File: config.mk
export PLATFORM = sky130hd
export DESIGN_NAME = dpa_arbiter
export DESIGN_NICKNAME = d
export VERILOG_FILES = /design/src/rtl/dpa_pkg.sv /design/src/rtl/dpa_match.sv /design/src/rtl/dpa_grant.sv /design/src/rtl/dpa_wgate.sv /design/src/rtl/dpa_arbiter.sv
export SDC_FILE = /design/constraint.sdc
export NUM_CORES = 1
export LEC_CHECK = 0
export ABC_AREA = 1
export BUFFER_PORTS_ARGS = -buffer_cell sky130_fd_sc_hd__buf_2
export CAP_MARGIN = 0
export CORE_UTILIZATION = 30
export CTS_BUF_LIST = sky130_fd_sc_hd__clkbuf_16
export CTS_CLUSTER_SIZE = 8
export DETAILED_ROUTE_END_ITERATION = 6
export HOLD_SLACK_MARGIN = 0.05
export PLACE_DENSITY = 0.48
export SETUP_SLACK_MARGIN = 0.15
export SLEW_MARGIN = 10
export SYNTH_ARGS = -nofsm -noshare
export SYNTH_HDL_FRONTEND = slang
export SYNTH_SLANG_ARGS = --single-unit
File: constraint.sdc
create_clock -name clk -period 4.71 [get_ports clk]
set_clock_uncertainty 0.1 [all_clocks]
set_input_delay 0.2355 -clock clk [delete_from_list [all_inputs] [get_ports clk]]
set_output_delay 0.2355 -clock clk [all_outputs]
set_load 0.01 [all_outputs]
File: src/rtl/dpa_pkg.sv
package dpa_pkg;

    typedef enum logic [1:0] {
        OWN_NONE  = 2'd0,
        OWN_LEFT  = 2'd1,
        OWN_RIGHT = 2'd2
    } owner_e;

    typedef struct packed {
        owner_e owner;
        logic   tie_right;
    } grant_st_t;

    localparam int unsigned NPORT = 2;
    localparam int unsigned P_LEFT = 0;
    localparam int unsigned P_RIGHT = 1;

endpackage

File: src/rtl/dpa_match.sv
module dpa_match #(
    parameter int unsigned ADDR_W = 15
) (
    input  logic              clk,
    input  logic              rst_n,
    input  logic              l_en,
    input  logic [ADDR_W-1:0] l_addr,
    input  logic              r_en,
    input  logic [ADDR_W-1:0] r_addr,
    output logic              match,
    output logic              l_held,
    output logic              r_held
);
    typedef struct packed {
        logic              l_en;
        logic [ADDR_W-1:0] l_addr;
        logic              r_en;
        logic [ADDR_W-1:0] r_addr;
    } prev_st_t;

    prev_st_t st_d, st_q;

    always_comb begin
        st_d        = st_q;
        st_d.l_en   = l_en;
        st_d.l_addr = l_addr;
        st_d.r_en   = r_en;
        st_d.r_addr = r_addr;
        match       = l_en && r_en && (l_addr == r_addr);
        l_held      = st_q.l_en && (st_q.l_addr == l_addr);
        r_held      = st_q.r_en && (st_q.r_addr == r_addr);
    end

    always_ff @(posedge clk) begin
        if (!rst_n) st_q <= '0;
        else        st_q <= st_d;
    end
endmodule

File: src/rtl/dpa_grant.sv
module dpa_grant
    import dpa_pkg::*;
(
    input  logic   clk,
    input  logic   rst_n,
    input  logic   match,
    input  logic   l_held,
    input  logic   r_held,
    output owner_e owner_d,
    output owner_e owner_q
);
    grant_st_t st_d, st_q;

    always_comb begin
        st_d = st_q;
        if (!match) begin
            st_d.owner = OWN_NONE;
        end else if (st_q.owner == OWN_NONE) begin
            if (l_held && !r_held) begin
                st_d.owner = OWN_LEFT;
            end else if (r_held && !l_held) begin
                st_d.owner = OWN_RIGHT;
            end else begin
                st_d.owner     = st_q.tie_right ? OWN_RIGHT : OWN_LEFT;
                st_d.tie_right = !st_q.tie_right;
            end
        end
        owner_d = st_d.owner;
        owner_q = st_q.owner;
    end

    always_ff @(posedge clk) begin
        if (!rst_n) st_q <= '{owner: OWN_NONE, tie_right: 1'b0};
        else        st_q <= st_d;
    end
endmodule

File: src/rtl/dpa_wgate.sv
module dpa_wgate (
    input  logic en_i,
    input  logic wr_i,
    input  logic blocked_i,
    output logic we_o
);
    always_comb begin
        we_o = en_i && wr_i && !blocked_i;
    end
endmodule

File: src/rtl/dpa_arbiter.sv
module dpa_arbiter
    import dpa_pkg::*;
#(
    parameter int unsigned ADDR_W = 15
) (
    input  logic              clk,
    input  logic              rst_n,
    input  logic              master_en,
    input  logic              l_en,
    input  logic [ADDR_W-1:0] l_addr,
    input  logic              l_wr,
    input  logic              r_en,
    input  logic [ADDR_W-1:0] r_addr,
    input  logic              r_wr,
    input  logic              busy_l_in_n,
    input  logic              busy_r_in_n,
    output logic              busy_l_n,
    output logic              busy_r_n,
    output logic              l_we,
    output logic              r_we
);
    logic   match, l_held, r_held;
    owner_e own_d, own_q;

    logic [NPORT-1:0] en_v, wr_v, blk_v, we_v, busy_int_n, busy_ext_n;

    dpa_match #(.ADDR_W(ADDR_W)) u_match (
        .clk    (clk),
        .rst_n  (rst_n),
        .l_en   (l_en),
        .l_addr (l_addr),
        .r_en   (r_en),
        .r_addr (r_addr),
        .match  (match),
        .l_held (l_held),
        .r_held (r_held)
    );

    dpa_grant u_grant (
        .clk     (clk),
        .rst_n   (rst_n),
        .match   (match),
        .l_held  (l_held),
        .r_held  (r_held),
        .owner_d (own_d),
        .owner_q (own_q)
    );

    always_comb begin
        en_v[P_LEFT]        = l_en;
        en_v[P_RIGHT]       = r_en;
        wr_v[P_LEFT]        = l_wr;
        wr_v[P_RIGHT]       = r_wr;
        busy_ext_n[P_LEFT]  = busy_l_in_n;
        busy_ext_n[P_RIGHT] = busy_r_in_n;
        busy_int_n[P_LEFT]  = (own_q != OWN_RIGHT);
        busy_int_n[P_RIGHT] = (own_q != OWN_LEFT);
        if (master_en) begin
            blk_v[P_LEFT]  = (own_d == OWN_RIGHT);
            blk_v[P_RIGHT] = (own_d == OWN_LEFT);
        end else begin
            blk_v = ~busy_ext_n;
        end
    end

    for (genvar p = 0; p < NPORT; p++) begin : g_port
        dpa_wgate u_wgate (
            .en_i      (en_v[p]),
            .wr_i      (wr_v[p]),
            .blocked_i (blk_v[p]),
            .we_o      (we_v[p])
        );
    end

    always_comb begin
        busy_l_n = master_en ? busy_int_n[P_LEFT]  : busy_ext_n[P_LEFT];
        busy_r_n = master_en ? busy_int_n[P_RIGHT] : busy_ext_n[P_RIGHT];
        l_we     = we_v[P_LEFT];
        r_we     = we_v[P_RIGHT];
    end
endmodule

## Yosys cells after proc, flatten, opt, wreduce, memory -nomap -nowiden

Index checks and enable logic that the tools add are counted.

- Bits in registers: 35
- Latch bits: 0
- Bits in writable memories: 0
- Bits in read-only memories: 0
- Output and inout port bits: 4
- Word-level logic and storage cells: 43
- Memories kept: 0

- Add/sub/neg operators: 0
- $mul: 0
- Div/mod/pow operators: 0
- Magnitude comparators: 0
- Equal/unequal tests: 7
- Shift operators: 0
- Muxes and demuxes: 10
- Bitwise operators: 3
- Reduce and logical (&&, ||, !) cells: 17

Operators with widths:

| kind | number |
|---|---|
| $eq A15 B15 Y1 | 3 |
| $logic_and A1 B1 Y1 | 10 |
| $mux W2 | 5 |
| $logic_not A1 Y1 | 5 |
| $mux W1 | 4 |
| $reduce_and A4 Y1 | 1 |
| $mux W3 | 1 |
| $eq A2 B1 Y1 const B | 1 |
| $eq A2 B2 Y1 const B | 1 |
| $logic_not A2 Y1 | 1 |
| $ne A2 B1 Y1 const B | 1 |
| $ne A2 B2 Y1 const B | 1 |
| $not A1 Y1 | 2 |
| $not A2 Y2 | 1 |

## Logic depth before layout (Yosys ltp)

Gate-level depths: netlist (run 1).

- Word-level depth: 12
- Gate-level depth with buffers: 16
- Mapped depth without buffers: 16

## Cells and area by module

Synthesis (run 1) repeated with hierarchy kept, for this count alone.

- Cells, all modules: 375
- Area, all modules: 2092.0 sq um

By module, submodules not included:

| module | instances | cells each | area each (sq um) |
|---|---|---|---|
| dpa_match | 1 | 322 | 1796.7 |
| dpa_grant | 1 | 31 | 201.4 |
| dpa_arbiter | 1 | 18 | 73.8 |
| dpa_wgate | 2 | 2 | 10.0 |

## Worst setup path after synthesis (run 1)

OpenSTA, ideal clock, no wires.

- Kind: flip-flop to output port
- Start: reg u_match.st_q[21] (netlist bit)
- End: out l_we
- Arrival: 1.600 ns
- Setup slack: 2.774 ns
- Cell stages (with the launch flop): 14
- Cells stage by stage: dfxtp_1 -> nand2_1 -> o21ai_0 -> a211oi_1 -> and3_1 -> nand3b_1 -> ha_1 -> nor2_1 -> nor2_1 -> nor2_1 -> nor2_1 -> nand3_1 -> nand2_1 -> a21oi_1

- Longest elaborated chain between the ends: 12

RTL lines:

| item | line | RTL |
|---|---|---|
| start: declaration | dpa_match.sv:21 | `prev_st_t st_d, st_q;` |
| start signal: assignment | dpa_match.sv:36 | `else st_q <= st_d;` |
| $eq A15 B15 Y1 (*) | dpa_match.sv:30 | `l_held = st_q.l_en && (st_q.l_addr == l_addr);` |
| $logic_and A1 B1 Y1 (*) | dpa_match.sv:30 |  |
| $logic_not A1 Y1 | dpa_grant.sv:21 | `end else if (r_held && !l_held) begin` |
| $logic_and A1 B1 Y1 | dpa_grant.sv:21 |  |
| $mux W2 | dpa_grant.sv:21 |  |
| $mux W2 (*) | dpa_grant.sv:19 | `if (l_held && !r_held) begin` |
| $mux W3 (*) | dpa_grant.sv:18 | `end else if (st_q.owner == OWN_NONE) begin` |
| $mux W2 (*) | dpa_grant.sv:16 | `if (!match) begin` |
| $eq A2 B2 Y1 (*) | dpa_arbiter.sv:59 | `blk_v[P_LEFT] = (own_d == OWN_RIGHT);` |
| $mux W2 (*) | dpa_arbiter.sv:58 | `if (master_en) begin` |
| $logic_not A1 Y1 (*) | dpa_wgate.sv:8 | `we_o = en_i && wr_i && !blocked_i;` |
| $logic_and A1 B1 Y1 (*) | dpa_wgate.sv:8 |  |
| end: declaration | dpa_arbiter.sv:19 | `output logic l_we,` |

Mark *: on every way between the ends. The rest lies on a longest branch, timed or not.

## Final worst setup path (run 1)

- Start: in l_addr[1]
- End: out l_we

- Longest elaborated chain between the ends: 12

RTL lines:

| item | line | RTL |
|---|---|---|
| start: declaration | dpa_arbiter.sv:10 | `input logic [ADDR_W-1:0] l_addr,` |
| $eq A15 B15 Y1 | dpa_match.sv:30 |  |
| $logic_and A1 B1 Y1 | dpa_match.sv:30 |  |
| $logic_not A1 Y1 | dpa_grant.sv:21 |  |
| $logic_and A1 B1 Y1 | dpa_grant.sv:21 |  |
| $mux W2 | dpa_grant.sv:21 |  |
| $mux W2 | dpa_grant.sv:19 |  |
| $mux W3 | dpa_grant.sv:18 |  |
| $mux W2 (*) | dpa_grant.sv:16 |  |
| $eq A2 B2 Y1 (*) | dpa_arbiter.sv:59 |  |
| $mux W2 (*) | dpa_arbiter.sv:58 |  |
| $logic_not A1 Y1 (*) | dpa_wgate.sv:8 |  |
| $logic_and A1 B1 Y1 (*) | dpa_wgate.sv:8 |  |

Marked as above.

==> out/metrics.yaml, run 1 <==
critical_path:
  crit_family: "simple AND/OR/NAND/NOR gates"
  worstRegToRegCells: 12
  crit_path_end_kind: "output pin"
  startpoint_type: "primary input"
  r2r_start: "u_match.st_q[4]"
  cpMostUsedCell: "nor2_1"
  cp.required_ns: 4.37
  timing.critical_path.from: "l_addr[1]"
  cp_slowest_cell: "dlygate4sd3_1"
  critPathKind: "primary input to output pin"
  cp.arrival_ns: 2.39
  slowest_delay_ns: 0.51
  worstPathMaxFanout: 5
  crit_cells: 16
  worstPathCellList: "dlygate4sd3_1 > buf_2 > inv_1 > nand2_1 > o21ai_0 > nor3_1 > nand3b_1 > ha_1 > nor2_1 > nor2_1 > nor2_1 > nor2_1 > nand3_1 > nand2_1 > a21oi_1 > buf_2"
  crit_buf_inv: 4
clock_network:
  cts_buffers: 5
  cts_hold_buf: 1
  clockBufferDepth: 2
  cts_tree: "built"
  clk_pin_slew_worst_paths_ns: 0.05
  cts.htree.levels: 2
  cts_root_buf: "clkbuf_16"
  clock_sinks: 35
  insertion_delay_ns: 0.28
  post_cts_buffers: 0
  cts_resized: 0
detailed_routing:
  wl_per_cell_um: 11.4
  dr.pass1.iters: 4
  drtIter0Drc: 69
  wl_um: 5080
  route.detailed.drc: 0
  route.vias.total: 1963
  ant_nets: 0
  via_per_inst: 4.39
power:
  p_leak_nw: 1.46
  power_density_mw_per_mm2: 306
  ir_drop_mv: 0.135
grt:
  grt_max_degree: 35
  grtUsageTotal_pct: 15.7
  gr-total-overflow: 0
  grt_pass1_vias: 1786
  grt_pass1_wl_um: 8450
  antenna_found_initial: 0
synthesis:
  ys_seq_area_share_pct: 35.4
  yosysWarnings: 0
  synth_area_leaders: "dfxtp_1 (35%), nand2_1 (21%), inv_1 (13%), nor2_1 (6.1%), o21ai_0 (3.8%)"
  synth-async-reset-ratio_pct: 0
  synth_flop_cell: "dfxtp_1"
  ys_seq_elements: 35
  syn-num-nets: 364
  synth_edf_count: 0
  yosysUniqueCellTypes: 26
  netlist_instances: 323
  yosys.cell_count.top_type: "nand2_1"
  yosysTopAreaCell: "dfxtp_1"
  syn_area_mm2: 0.00198
  synth_top_area_share_pct: 35.4
  ys_top_cells_by_count: "nand2_1 (113), inv_1 (66), dfxtp_1 (35)"
  synth.avg_cell_area_um2: 6.13
sta:
  maxSlewHeadroom_pct: 56.1
  setup_viol: 0
  drv_slew: 0
  layout_min_cycle_time_ns: 2.72
  fin_crit_sh_pct: 57.8
  worst_pin_slew_ns: 0.658
  clock.fmax_mhz: 367
  fin_setup_tns_ns: 0
  grt_setup_unrepaired: "false"
  hold_viol: 0
run_status:
  run_status: "finished, final reports clean"
hold_path:
  hp-class: "primary input to register"
  hp-start: "r_addr[9]"
  min_delay_path_depth: 3
die:
  core_mm2: 0.00635
  ioPinCount: 43
  die_w_um: 83.3
  row_count: 29
  die_h_um: 83.3
  design.die.area_mm2: 0.00693
  start_util_pct: 31.2
flow_run:
  maxCapViolations: 0
cells_and_area:
  stdcell_count: 447
  nets: 410
  syn2layout_area_growth_pct: 21.7
  drive_gt1_share_pct: 17.8
  antenna_cells: 0
placed_design:
  place_inst: 438
  gp_congestion: 0.828
  portBuffers: 42
  hpwl_um: 4150
-- registers in the layout (all words and copies together), names as in the netlist --
name             cells
u_grant.owner_q      2
u_grant.st_q         1
u_match.st_q        32
-- routing by layer --
layer | GRT usage (%) | share of wire, % | wire, um
met3 | 3.48 | 4.5 | 229
met2 | 25.3 | 46 | 2330
met5 | 0 | 0 | 0
met4 | 5.80 | 1.8 | 93
met1 | 20.4 | 48 | 2430
-- worst reg2reg max path, cell delays in order (launching register included) --
cell and delay (ns):
dfxtp_1 0.30, nand2_1 0.06, nand2_1 0.06, a221oi_1 0.25, nand2_1 0.08, nor2_1 0.13
nand2_1 0.09, ha_1 0.29, inv_1 0.04, nor2_1 0.17, nand4_1 0.12, nand2_1 0.07
nor2_1 0.05
-- cell usage in the layout, fill, tap and decap left out, types with 2 or more instances in the layout --
cell / count
nand2_1: 113
inv_1: 67
buf_2: 42
dfxtp_1: 35
nor2_1: 32
o21ai_0: 15
inv_2: 9
nand4_1: 7
xor2_1: 6
o22ai_1: 5
nand2_2: 5
clkbuf_16: 5
nand3_1: 4
nor3_1: 3
nor2_4: 3
a21oi_1: 3
a22o_1: 2
nand3b_1: 2
ha_1: 2
clkinv_1: 2
-- kinds of logic after synthesis --
family | count (synthesis) | share of synthesized area, %
compound gates | 28 | 8.28
flops | 35 | 35.4
fa+ha+maj | 2 | 1.26
simple gates | 172 | 36.6
xor+xnor | 7 | 3.10
buf+inv | 79 | 15.4
-- power by group --
part           internal (mW)  switching (mW)
registers              0.311         0.00618
clock network          0.190           0.118
logic                 0.0426          0.0698
total                  0.544           0.194
-- worst paths after layout --
kind	endpoint	slack, ns
max	l_we	1.99
min	u_match.st_q[9]	0.07
max reg2reg	u_grant.st_q[0]	2.80
min reg2reg	u_grant.owner_q[0]	0.43
-- area by class of cell --
cell class / count / area (um2)
tap: 77 / 96.3
clock buffer: 5 / 125
fill: 690 / 3940
multi-input combinational: 209 / 976
timing repair buffer: 43 / 220
sequential: 35 / 701
inverter: 75 / 282
clock inverter: 3 / 11.3
-- per-stage QoR --
stage          util (%)  hold WS (ns)  instance area, um2  worst slack [ns]  total power [mW]
2_1_floorplan         -         0.229                1980              2.77             0.391
3_3_place_gp       35.7         0.347                2260              2.34             0.436
3_5_place_dp       35.7         0.336                2260              2.33             0.436
4_1_cts            38.0        0.0701                2410              2.00             0.748
5_1_grt            38.0        0.0822                2410              1.76             0.780
6_report           38.0        0.0709                2410              1.99             0.738
No activity file was read; power rests on OpenSTA's default activity.
==> run 2, diff against run 1 <==
==> constraint.sdc (replaced) <==
create_clock -name clk -period 2.7 [get_ports clk]
set_clock_uncertainty 0.1 [all_clocks]
set_input_delay 0.135 -clock clk [delete_from_list [all_inputs] [get_ports clk]]
set_output_delay 0.135 -clock clk [all_outputs]
set_load 0.01 [all_outputs]
==> out/metrics.yaml, run 2 (synthesis gave the netlist of run 1 again) <==
grt:
  grt_max_degree: 35  # unchanged
  met1_usage_pct: 19.6  # -0.75 points
  grt_pass1_wl_um: 8790  # +4.1%
  gr-usage-met2_pct: 28.5  # +3.1 points
  antenna_found_initial: 0  # unchanged
  gr-total-overflow: 0  # unchanged
  busiest_layer: "met2"
  grt_pass1_vias: 1932  # +8.2%
  use_met3_pct: 3.38  # -0.099 points
  grtUsageTotal_pct: 16.1  # +0.48 points
sta:
  worst_pin_slew_ns: 0.651  # -0.00765 ns
  layout_min_cycle_time_ns: 2.41
  grt_setup_unrepaired: "true"
  drv_slew: 0  # unchanged
  fin_crit_sh_pct: 89.4
  maxSlewHeadroom_pct: 56.6  # +0.51 points
  clock.fmax_mhz: 414
  hold_ws_ns: 0.149  # +0.0782 ns
  setup_viol: 0  # unchanged
  hold_viol: 0  # unchanged
  fin_setup_tns_ns: 0  # unchanged
cells_and_area:
  largest_reg_flops: 32  # unchanged
  nets: 452  # +10%
  final_cell_mix: "nand2_1 (111), inv_1 (61), buf_2 (35)"
  fillers: 667  # -3.3%
  final_common_cell: "nand2_1"
  syn2layout_area_growth_pct: 48.6
  drive_gt1_share_pct: 24.5  # +6.7 points
  antenna_cells: 0  # unchanged
  top_register: "u_match.st_q"
run_status:
  run_status: "finished, final reports clean"
critical_path:
  slowest_delay_ns: 0.32  # -0.19 ns
  critPathKind: "register to output pin"
  cp.required_ns: 2.47  # -1.90 ns
  cp_slowest_cell: "dfxtp_2"
  crit_path_end_kind: "output pin"
  worstPathCellList: "inv_2 > nand2_1 > nand4_1 > nor3_2 > nand3_2 > nand3b_1 > ha_2 > nor2_2 > nor2_2 > nor2_1 > nor2_1 > nand3_1 > nand2_1 > a21oi_2 > buf_2"
  worstPathMaxFanout: 2  # -3
  startpoint_type: "register"
  cp.arrival_ns: 2.18  # -0.21 ns
detailed_routing:
  route.detailed.drc: 0  # unchanged
  ant_nets: 0  # unchanged
  drtIter0Drc: 64  # -7.2%
  dr.pass1.iters: 4  # unchanged
  wl_um: 5430  # +7.0%
  route.vias.total: 2106  # +7.3%
  wl_per_cell_um: 11.1  # -2.2%
  via_per_inst: 4.31  # -1.9%
die:
  ioPinCount: 43  # unchanged
  die_h_um: 83.3  # unchanged
  start_util_pct: 31.2  # unchanged
  core_mm2: 0.00635  # unchanged
  row_count: 29  # unchanged
  die_w_um: 83.3  # unchanged
  design.die.area_mm2: 0.00693  # unchanged
clock_network:
  clockBufferDepth: 2  # unchanged
  cts_tree: "built"
  cts_root_buf: "clkbuf_16"
  clock_sinks: 35  # unchanged
  insertion_delay_ns: 0.27  # about the same
  cts_buffers: 5  # unchanged
  clk_pin_slew_worst_paths_ns: 0.05  # about the same
  cts.htree.levels: 2  # unchanged
placed_design:
  hpwl_um: 4100  # -1.3%
  gp_congestion: 0.806  # -2.7%
  portBuffers: 42  # unchanged
flow_run:
  maxCapViolations: 0  # unchanged
hold_path:
  hp-class: "primary input to register"
power:
  ir_drop_mv: 0.312  # +130%
  power_density_mw_per_mm2: 460  # +50%
  power_mw: 1.35  # +84%
  p_leak_nw: 1.76  # +21%
run 2: path summary, 6_finish.rpt:
| path | endpoint | slack (ns) | start | depth (start not counted) |
|---|---|---|---|---|
| worst max-delay path | l_we | 0.29 | u_match.st_q[26] | 15 |
| worst min-delay path | u_match.st_q[10] | 0.15 | r_addr[10] | 4 |
| worst max register to register | u_grant.st_q[0] | 0.84 | u_match.st_q[26] | 14 |
| worst min register to register | u_grant.owner_q[0] | 0.42 | u_grant.owner_q[0] | 2 |
run 2: through the flow:
step / area [um2] / setup WS [ns] / utilization [%] / cells
floorplan: 1980 / 0.865 / - / 323
global placement: 2260 / 0.494 / 35.7 / 438
detailed placement: 2260 / 0.516 / 35.7 / 438
CTS: 2720 / 0.157 / 42.9 / 478
global route: 2940 / 0.0498 / 46.3 / 489
finish: 2940 / 0.287 / 46.3 / 489
run 2: worst max-delay path, delay by kind of cell (launching register included):
kind,cells,cell delay [ns]
fa+ha+maj,1,0.18
buf+inv,2,0.16
simple gates,11,1.11
compound gates,1,0.12
flops,1,0.32
run 2: final cells by class:
cell class | count | area [um2] | area share [%]
Sequential cell | 35 | 704 | 23.9
Inverter | 75 | 289 | 9.82
Clock inverter | 3 | 11.3 | 0.383
Clock buffer | 5 | 125 | 4.25
Multi-Input combinational cell | 209 | 1030 | 35.1
Timing Repair Buffer | 85 | 684 | 23.3
Tap cell | 77 | 96.3 | 3.27
run 2: report_power, final:
group	switching [mW]	total, mW	internal, mW
logic	0.137	0.263	0.126
registers	0.0122	0.555	0.543
clock network	0.204	0.535	0.332
total	0.353	1.35	1.00
run 2: repair_timing:
action,in CTS,in global routing
hold endpoints to repair,32,0
hold buffers,32,0
setup endpoints to repair,0,2
setup buffers,0,11
resized for setup,0,56
run 2: per-layer routing:
metal  wire length (um)  vias to the layer above
li1                   -                     1140
met1               2480                      917
met2               2660                       40
met3                219                        9
met4                 70                        0
met5                  0                        -
